==> src/rtl/srt8_pkg.sv <==
package srt8_pkg;

  // One signed power-of-two copy of the divisor: value = (neg ? -1 : +1) * (d << sh)
  typedef struct packed {
    logic       en;
    logic       neg;
    logic [1:0] sh;
  } term_t;

  typedef enum logic [1:0] {
    S_IDLE = 2'd0,
    S_RUN  = 2'd1,
    S_FIX  = 2'd2,
    S_DONE = 2'd3
  } state_t;

  // Number of power-of-two terms a radix-8 digit needs at most
  localparam int NTERMS = 2;

endpackage

==> src/rtl/srt8_select.sv <==
// Quotient digit selection from truncated remainder and divisor heads.
// Estimate y: 5 integer + 4 fraction bits, divisor head: 6 fraction bits.
// Digit k is the count of thresholds (j + 1/2) * dt that y reaches, minus 7.
module srt8_select (
  input  logic signed [8:0] est_sum,
  input  logic signed [8:0] est_car,
  input  logic        [5:0] d_head,
  output logic signed [3:0] digit
);
  logic signed [8:0] y;
  int yv;
  int dv;
  int cnt;

  assign y = est_sum + est_car;

  always_comb begin
    yv  = int'(y) <<< 3;          // y in units of 1/128
    dv  = int'({1'b0, d_head});   // dt in units of 1/64
    cnt = 0;
    for (int j = -7; j <= 6; j++) begin
      if (yv >= (2 * j + 1) * dv) cnt = cnt + 1;
    end
    digit = 4'(cnt - 7);
  end
endmodule

==> src/rtl/srt8_recode.sv <==
// Splits a digit in -7..7 into up to two signed power-of-two terms that
// together equal -digit * d (the amount added to the shifted remainder).
module srt8_recode
  import srt8_pkg::*;
(
  input  logic signed [3:0] digit,
  output term_t             terms [NTERMS]
);
  logic       nd;
  logic [2:0] mag;

  assign nd  = digit[3];
  assign mag = nd ? 3'(-digit) : digit[2:0];

  always_comb begin
    terms[0] = '0;
    terms[1] = '0;
    unique case (mag)
      3'd7: begin terms[0] = '{1'b1, !nd, 2'd3}; terms[1] = '{1'b1,  nd, 2'd0}; end
      3'd6: begin terms[0] = '{1'b1, !nd, 2'd2}; terms[1] = '{1'b1, !nd, 2'd1}; end
      3'd5: begin terms[0] = '{1'b1, !nd, 2'd2}; terms[1] = '{1'b1, !nd, 2'd0}; end
      3'd4: begin terms[0] = '{1'b1, !nd, 2'd2}; end
      3'd3: begin terms[0] = '{1'b1, !nd, 2'd2}; terms[1] = '{1'b1,  nd, 2'd0}; end
      3'd2: begin terms[0] = '{1'b1, !nd, 2'd1}; end
      3'd1: begin terms[0] = '{1'b1, !nd, 2'd0}; end
      default: ;
    endcase
  end
endmodule

==> src/rtl/srt8_csa_step.sv <==
// Adds the recoded divisor terms to a remainder held as sum/carry through
// one 3:2 level per term. The +1 of each inverted term goes into the free
// low bit of that level's carry vector.
module srt8_csa_step
  import srt8_pkg::*;
#(
  parameter int RW = 59
) (
  input  logic [RW-1:0] in_sum,
  input  logic [RW-1:0] in_car,
  input  logic [RW-1:0] dext,
  input  term_t         terms [NTERMS],
  output logic [RW-1:0] out_sum,
  output logic [RW-1:0] out_car
);
  logic [RW-1:0] s [NTERMS+1];
  logic [RW-1:0] c [NTERMS+1];

  assign s[0] = in_sum;
  assign c[0] = in_car;

  for (genvar t = 0; t < NTERMS; t++) begin : g_level
    logic [RW-1:0] shifted;
    logic [RW-1:0] opnd;
    assign shifted = dext << terms[t].sh;
    assign opnd    = !terms[t].en ? '0 : (terms[t].neg ? ~shifted : shifted);
    assign s[t+1]  = s[t] ^ c[t] ^ opnd;
    assign c[t+1]  = {(s[t][RW-2:0] & c[t][RW-2:0]) |
                      (s[t][RW-2:0] & opnd[RW-2:0]) |
                      (c[t][RW-2:0] & opnd[RW-2:0]),
                      terms[t].en & terms[t].neg};
  end

  assign out_sum = s[NTERMS];
  assign out_car = c[NTERMS];
endmodule

==> src/rtl/srt8_otf.sv <==
// On-the-fly conversion of signed radix-8 digits into a binary quotient,
// keeping Q and Q - 1 ulp so that no carry chain follows a negative digit.
module srt8_otf #(
  parameter int QW = 54
) (
  input  logic              clk,
  input  logic              rst_n,
  input  logic              clear,
  input  logic              step,
  input  logic signed [3:0] digit,
  output logic [QW-1:0]     q,
  output logic [QW-1:0]     qm
);
  logic [3:0] dm1;
  assign dm1 = digit - 4'sd1;

  always_ff @(posedge clk or negedge rst_n) begin
    if (!rst_n) begin
      q  <= '0;
      qm <= '1;
    end else if (clear) begin
      q  <= '0;
      qm <= '1;
    end else if (step) begin
      q  <= digit[3]      ? {qm[QW-4:0], digit[2:0]} : {q[QW-4:0], digit[2:0]};
      qm <= (digit > 4'sd0) ? {q[QW-4:0], dm1[2:0]}  : {qm[QW-4:0], dm1[2:0]};
    end
  end
endmodule

==> src/rtl/srt8_divider.sv <==
// Radix-8 SRT divider for normalized significands, digits -7..+7.
module srt8_divider
  import srt8_pkg::*;
#(
  parameter int W = 53
) (
  input  logic                        clk,
  input  logic                        rst_n,
  input  logic                        in_valid,
  output logic                        in_ready,
  input  logic [W-1:0]                dividend,
  input  logic [W-1:0]                divisor,
  output logic                        out_valid,
  input  logic                        out_ready,
  output logic [3*((W+3)/3)-1:0]      quotient,
  output logic                        rem_nonzero
);
  localparam int N  = (W + 3) / 3;      // iterations
  localparam int QW = 3 * N;            // quotient bits
  localparam int RW = W + 6;            // 5 integer bits + W+1 fraction bits
  localparam int CW = $clog2(N + 1);

  state_t          state;
  logic [CW-1:0]   iter;
  logic [RW-1:0]   ps, pc, dext;
  logic [5:0]      d_head;
  logic [RW-1:0]   ws, wc, ns, nc;
  logic [RW-1:0]   rem_sum;
  logic signed [3:0] digit;
  term_t           terms [NTERMS];
  logic [QW-1:0]   q_acc, qm_acc;
  logic            accept;

  assign accept    = in_valid && in_ready;
  assign in_ready  = (state == S_IDLE);
  assign out_valid = (state == S_DONE);

  // Shifted remainder (mod 2^RW keeps the sum exact while |8w| < 16)
  assign ws = ps << 3;
  assign wc = pc << 3;

  srt8_select u_sel (
    .est_sum (ws[RW-1 -: 9]),
    .est_car (wc[RW-1 -: 9]),
    .d_head  (d_head),
    .digit   (digit)
  );

  srt8_recode u_rec (
    .digit (digit),
    .terms (terms)
  );

  srt8_csa_step #(.RW(RW)) u_csa (
    .in_sum  (ws),
    .in_car  (wc),
    .dext    (dext),
    .terms   (terms),
    .out_sum (ns),
    .out_car (nc)
  );

  srt8_otf #(.QW(QW)) u_otf (
    .clk   (clk),
    .rst_n (rst_n),
    .clear (accept),
    .step  (state == S_RUN),
    .digit (digit),
    .q     (q_acc),
    .qm    (qm_acc)
  );

  // Single assimilation, used once after the loop
  assign rem_sum = ps + pc;

  always_ff @(posedge clk or negedge rst_n) begin
    if (!rst_n) begin
      state       <= S_IDLE;
      iter        <= '0;
      ps          <= '0;
      pc          <= '0;
      dext        <= '0;
      d_head      <= '0;
      quotient    <= '0;
      rem_nonzero <= 1'b0;
    end else begin
      unique case (state)
        S_IDLE: if (in_valid) begin
          ps     <= {6'b0, dividend};          // x/2
          pc     <= '0;
          dext   <= {5'b0, divisor, 1'b0};     // d
          d_head <= divisor[W-1 -: 6];
          iter   <= '0;
          state  <= S_RUN;
        end
        S_RUN: begin
          ps   <= ns;
          pc   <= nc;
          iter <= iter + 1'b1;
          if (iter == CW'(N - 1)) state <= S_FIX;
        end
        S_FIX: begin
          quotient    <= rem_sum[RW-1] ? qm_acc : q_acc;
          rem_nonzero <= |rem_sum;
          state       <= S_DONE;
        end
        S_DONE: if (out_ready) state <= S_IDLE;
        default: state <= S_IDLE;
      endcase
    end
  end
endmodule

==> config.mk <==
export PLATFORM = sky130hd
export DESIGN_NAME = srt8_divider
export DESIGN_NICKNAME = d
export VERILOG_FILES = /design/src/rtl/srt8_pkg.sv /design/src/rtl/srt8_select.sv /design/src/rtl/srt8_recode.sv /design/src/rtl/srt8_csa_step.sv /design/src/rtl/srt8_otf.sv /design/src/rtl/srt8_divider.sv
export SDC_FILE = /design/constraint.sdc
export NUM_CORES = 2
export LEC_CHECK = 0
export BUFFER_PORTS_ARGS = -buffer_cell sky130_fd_sc_hd__buf_2
export CORE_MARGIN = 3
export CORE_UTILIZATION = 55
export CTS_BUF_LIST = sky130_fd_sc_hd__clkbuf_16
export CTS_CLUSTER_SIZE = 30
export DETAILED_ROUTE_END_ITERATION = 6
export PLACE_DENSITY_LB_ADDON = 0.1
export SKIP_CTS_REPAIR_TIMING = 1
export SYNTH_ARGS = -nofsm -noshare
export SYNTH_HDL_FRONTEND = slang
export SYNTH_SLANG_ARGS = --single-unit
==> constraint.sdc <==
create_clock -name clk -period 13.44 [get_ports clk]
set_input_delay 0.672 -clock clk [delete_from_list [all_inputs] [get_ports clk]]
set_output_delay 0.672 -clock clk [all_outputs]
set_load 0.02 [all_outputs]
==> Yosys cells after proc, flatten, opt, wreduce, memory -nomap -nowiden <==
Index checks and enable logic that the tools add are counted.
{ "word_totals": {"mem_count": 0, "regBits": 347, "romBits": 0, "wordCells": 140, "ramBits": 0, "out_inout_bits": 57, "latchBits": 0, "in_bits": 110} }
{ "classes": {"add_sub_neg": 20, "magnitude_cmp": 15, "div_mod_pow": 0, "n_mux": 38, "reduce_logical": 11, "multipliers": 12, "n_eq_ne": 14, "n_bitwise": 18, "n_shift": 2} }
{ "op_table": {"columns": ["op", "count"], "rows": [
  ["$mux W54", 7],
  ["$mux W59", 6],
  ["$and A58 B58 Y58", 6],
  ["$pmux W59 S2", 2],
  ["$xor A59 B59 Y59", 4],
  ["$or A58 B58 Y58", 4],
  ["$not A59 Y59", 2],
  ["$shl A54 B2 Y59", 2],
  ["$ge A12 B11 Y1", 5],
  ["$add A59 B59 Y59", 1],
  ["$reduce_or A59 Y1", 1],
  ["$mux W4", 13],
  ["$add A4 B2 Y4 const B", 12],
  ["$ge A12 B10 Y1", 3],
  ["$ge A12 B12 Y1", 3],
  ["$mul A5 B7 Y12 const A", 3],
  ["$ge A12 B32 Y1", 1],
  ["$neg A6 Y32", 1],
  ["$mul A4 B6 Y10 const A", 3],
  ["$mul A4 B7 Y11 const A", 2],
  ["$mul A3 B6 Y9 const A", 2],
  ["$pmux W4 S4", 1],
  ["$eq A3 B3 Y1 const B", 4],
  ["$ge A12 B7 Y1", 1],
  ["33 further kinds", 41]
]} }

==> Logic depth before layout (Yosys ltp) <==
{ "logic_depth": {"word_depth": 46, "mapped_depth": 70, "ltp_nobuf": 68} }

==> Modules after synthesis <==
From an unflattened synthesis, not the netlist that was laid out.
{ "unflattened": {"cells_unflattened": 3591, "hier_area_um2": 34381.7} }
{ "by_module_without_submodules": {"columns": ["module", "cells_per_inst", "area_per_inst_um2", "n_inst", "seq_area_each_um2"], "rows": [
  ["srt8_divider", 1413, 13623.1, 1, 5830.6],
  ["srt8_select", 889, 7634.8, 1, 0.0],
  ["srt8_csa_step", 654, 6919.1, 1, 0.0],
  ["srt8_otf", 602, 5978.2, 1, 2770.2],
  ["srt8_recode", 33, 226.5, 1, 0.0]
]} }

==> Worst setup path after synthesis <==
OpenSTA, ideal clock, no wires.
{ "synth_timing": {"path_type": "register -> register", "from": "reg d_head[4]", "to": "reg ps[6]", "t_required_ns": 13.303, "setup_ns": 0.137, "t_arrival_ns": 13.947, "setup_slack_ns": -0.644, "n_path_buf": 3, "path_stages_with_launch": 67, "synth_period_minus_slack_ns": 14.084, "path_cell_list": "dfrtp_1 > clkbuf_1 > inv_1 > ha_1 > fa_1 > inv_1 > fa_1 > inv_1 > ha_1 > a21oi_1 > o21bai_1 > a21oi_1 > inv_1 > a21oi_1 > nor2_1 > nor2_1 > xnor2_1 > ha_1 > [... 31 more ...] > xor2_1 > nor2_1 > nor3_1 > inv_1 > ha_1 > clkbuf_1 > xnor3_1 > o32ai_2 > a211oi_4 > buf_6 > mux2i_1 > nor2_1 > a311oi_1 > fa_1 > fa_1 > nor2_1 > a21oi_1 > a21oi_1"} }
{ "synth_via": {"elab_chain_len": 45, "word_cells_on_any_way": 85, "cone_classes": "add/sub: 16; mul: 12; order compare: 14; eq/ne: 7; shift: 2; mux: 22; bitwise: 9; reduce/logical: 3"} }
{ "synth_rtl": {"columns": ["item", "line_no", "rtl"], "rows": [
  ["start, declared", "srt8_divider.sv:26", "logic [5:0] d_head;"],
  ["start signal, assigned", "srt8_divider.sv:92", "d_head <= divisor[W-1 -: 6];"],
  ["$mul A5 B7 Y12", "srt8_select.sv:22", "if (yv >= (2 * j + 1) * dv) cnt = cnt + 1;"],
  ["$ge A12 B12 Y1", "srt8_select.sv:22", null],
  ["$mux W1", "srt8_select.sv:22", null],
  ["$add A1 B1 Y2", "srt8_select.sv:22", null],
  ["$mux W4", "srt8_select.sv:22", null],
  ["$add A4 B2 Y4", "srt8_select.sv:22", null],
  ["$mux W4", "srt8_select.sv:22", null],
  ["$add A4 B2 Y4", "srt8_select.sv:22", null],
  ["[... 28 more ...]", null, null],
  ["$not A59 Y59", "srt8_csa_step.sv:26", "assign opnd = !terms[t].en ? '0 : (terms[t].neg ? ~shifted : shifted);"],
  ["$mux W59 (2 in series)", "srt8_csa_step.sv:26", null],
  ["$and A58 B58 Y58", "srt8_csa_step.sv:29", "(s[t][RW-2:0] & opnd[RW-2:0]) |"],
  ["$or A58 B58 Y58", "srt8_csa_step.sv:28", "assign c[t+1] = {(s[t][RW-2:0] & c[t][RW-2:0]) |"],
  ["$or A58 B58 Y58", "srt8_csa_step.sv:29", null],
  ["$xor A59 B59 Y59", "srt8_csa_step.sv:27", "assign s[t+1] = s[t] ^ c[t] ^ opnd;"],
  ["$xor A59 B59 Y59 (*)", "srt8_csa_step.sv:27", null],
  ["$pmux W59 S2 (*)", "srt8_divider.sv:87", "unique case (state)"],
  ["end signal, assigned", "srt8_divider.sv:89", "ps <= {6'b0, dividend};"],
  ["end signal, assigned", "srt8_divider.sv:97", "ps <= ns;"],
  ["end, declared", "srt8_divider.sv:25", "logic [RW-1:0] ps, pc, dext;"]
]} }
Every way passes the cells marked *; elsewhere a longest branch is shown, timed or not.
A chain may end at the register's enable or synchronous reset.

==> Worst setup path after layout <==
{ "layout_timing": {"from": "reg d_head[4]", "to": "reg ps[15]"} }
Same word-level chain as after synthesis.

==> impl_metrics.yaml <==
die:
  core_um2: 56800
  dieArea_um2: 60700
  dieHeight_um: 246
  ios: 167
  dieWidth_um: 246
  fp-row-count: 87
  initial_core_util_pct: 55.9
timing:
  final-setup-viol-count: 0
  rsz0062_at_grt: "true"
  skew_ns: 0.0218
  worst_pin_slew_ns: 1.23
  finalCriticalPeriod_ns: 13.35
  drv_slew: 0
  max_clock_freq_ghz: 0.0749
  hold_viol_final: 0
  slew_headroom_pct: 18.0
  fin_crit_sh_pct: 99.4
route:
  postRouteAntennaNets: 0
  wl_met1_mm: 41.9
  met3_length_mm: 5.80
  wl_met2_mm: 42.0
  drc: 0
  drt_wl_total_mm: 91.7
  first_iter_violations: 1766
  drtPass1Iterations: 5
  top_layer: "met5"
  via_count: 26690
  routed_via_density: 5.94
  avgRoutedWirePerCell_um: 20.4
cells_and_area:
  diodes: 0
  syn2layout_area_growth_pct: 15.2
  layout.cells.non_filler: 4491
  drive_above_1_share_pct: 18.9
  fin_area_um2: 36600
  num-fill-cells: 4764
  final_nets: 4251
worst_hold_path:
  hold_class: "input port to asynchronous set/reset pin"
cts:
  ctsLongestPathBuffers: 3
  clk_pin_slew_ns: 0.06
  cts.sinks: 341
  htree_levels: 2
  cts-buffers-inserted: 43
  cts_root_buffer: "clkbuf_16"
  insertion_delay_ns: 0.60
  cts_tree: "yes"
synthesis:
  ys_top_cells_by_count: "nand2_1 (378), nor2_1 (340), mux2i_1 (317)"
  synth-seq-cells: 341
  ys_async_sr_fraction_pct: 100
  synth_edf_count: 0
  synth.most_common_cell: "nand2_1"
  synth_flop_cell: "dfrtp_1"
  synth_fp_nets: 4058
  synth_top_area_share_pct: 22.6
  ys_top_cells_by_area: "dfrtp_1 (23%), ha_1 (11%), mux2i_1 (10%)"
  yosysSeqAreaShare_pct: 27.1
  synth_cell_types: 96
  synth_top_cell_by_area: "dfrtp_1"
  syn_avg_cell_area_um2: 9.06
  synth_cells: 3508
  synthesis.area_um2: 31800
  ys.warnings.count: 0
setup_path:
  crit_buf_inv: 8
  end_kind: "register"
  arrival_ns: 13.78
  slowest_stage: "dfrtp_4"
  r2r_end: "ps[15]"
  start_kind: "register"
  cp_slowest_stage_delay_ns: 0.53
  r2r_cells: 63
  crit_fanout: 7
  r2r-start: "d_head[4]"
  path_delay_family: "adder cells"
  rrSetupSlack_ns: 0.09
  worstSetupPathType: "register to register"
  required_ns: 13.87
global_route:
  grt_pass1_vias: 27047
  grt_overflow: 0
  grt_first_pass_wirelength_mm: 144
  grt_antenna_before_repair: 2
  track_usage_pct: 29.3
  grt_max_degree: 116
placement:
  gp_congestion: 0.900
  hpwl_mm: 63.1
  dp.cells: 4364
  dpl_cell_area_um2: 33900
  port-buffer-count: 166
outcome:
  status: "finished, final reports clean"
run:
  max_cap_violations: 0
-- flip-flops by register name, summed over array words and instances, names as in the netlist --
signal / flops
ps: 59
iter: 5
u_otf.qm: 54
state: 2
quotient: 54
d_head: 6
pc: 59
rem_nonzero: 1
u_otf.q: 54
dext: 47
-- cells in the final DEF, fill, tap and decap left out, types with 69 or more instances in the layout --
cell and instances:
dfrtp_1 283, o21ai_0 166, nor2_1 332, inv_1 250, o21ai_1 69, buf_4 125, a21oi_1 187, mux2i_1 260
fa_1 145, ha_1 269, xor2_1 85, nand2_1 373, xnor2_1 82, buf_2 165
-- worst max-delay path by stage --
stage,from,endpoint,depth (start not counted)
3_5_place_dp,d_head[4],ps[48],59
6_report,d_head[4],ps[15],63
5_1_grt,d_head[4],ps[23],63
2_1_floorplan,d_head[4],ps[6],66
4_1_cts,d_head[4],ps[52],59
3_3_place_gp,d_head[4],ps[50],60
-- metal layers --
| metal | track usage (%) | up-vias |
|---|---|---|
| li1 | - | 12600 |
| met4 | 6.58 | 4 |
| met1 | 41.8 | 13192 |
| met2 | 47.1 | 740 |
| met5 | 0 | - |
| met3 | 4.88 | 154 |
-- cell type report --
cell class / instances / area, µm² / area share (%)
inverters: 260 / 990 / 2.70
clock buffers: 43 / 1080 / 2.94
repair buffers: 321 / 2340 / 6.40
flip-flops and latches: 341 / 8610 / 23.5
multi-input cells: 2734 / 22400 / 61.1
clock inverters: 36 / 273 / 0.745
well taps: 756 / 946 / 2.58
-- stage by stage --
stage | util [%] | setup WS (ns) | setup TNS (ns) | hold WS, ns
6_report | 64.4 | 0.0874 | 0 | 0.134
5_1_grt | 64.4 | -0.425 | -21.42 | 0.219
4_1_cts | 61.9 | -0.406 | -11.47 | 0.176
3_5_place_dp | 59.6 | -0.322 | -6.55 | 0.492
3_3_place_gp | 59.6 | 0.0997 | 0 | 0.490
2_1_floorplan | - | 0.0742 | 0 | 0.376
-- kinds of logic (layout without fill, tap and decap cells) --
kind of cell | after synthesis | in the layout | share of synthesized area (%)
and+or+nand+nor | 923 | 923 | 12.6
xor gates and xnor gates | 185 | 185 | 5.61
adders and majority gates | 440 | 440 | 20.9
buffers and inverters | 433 | 660 | 5.67
AOI/OAI and AO/OA | 809 | 809 | 16.0
DFF | 341 | 341 | 27.1
muxes | 377 | 377 | 12.1
Power is left out: the tool's default activity adds up to more than one toggle a clock period on the data nets, which glitch-free logic cannot reach.
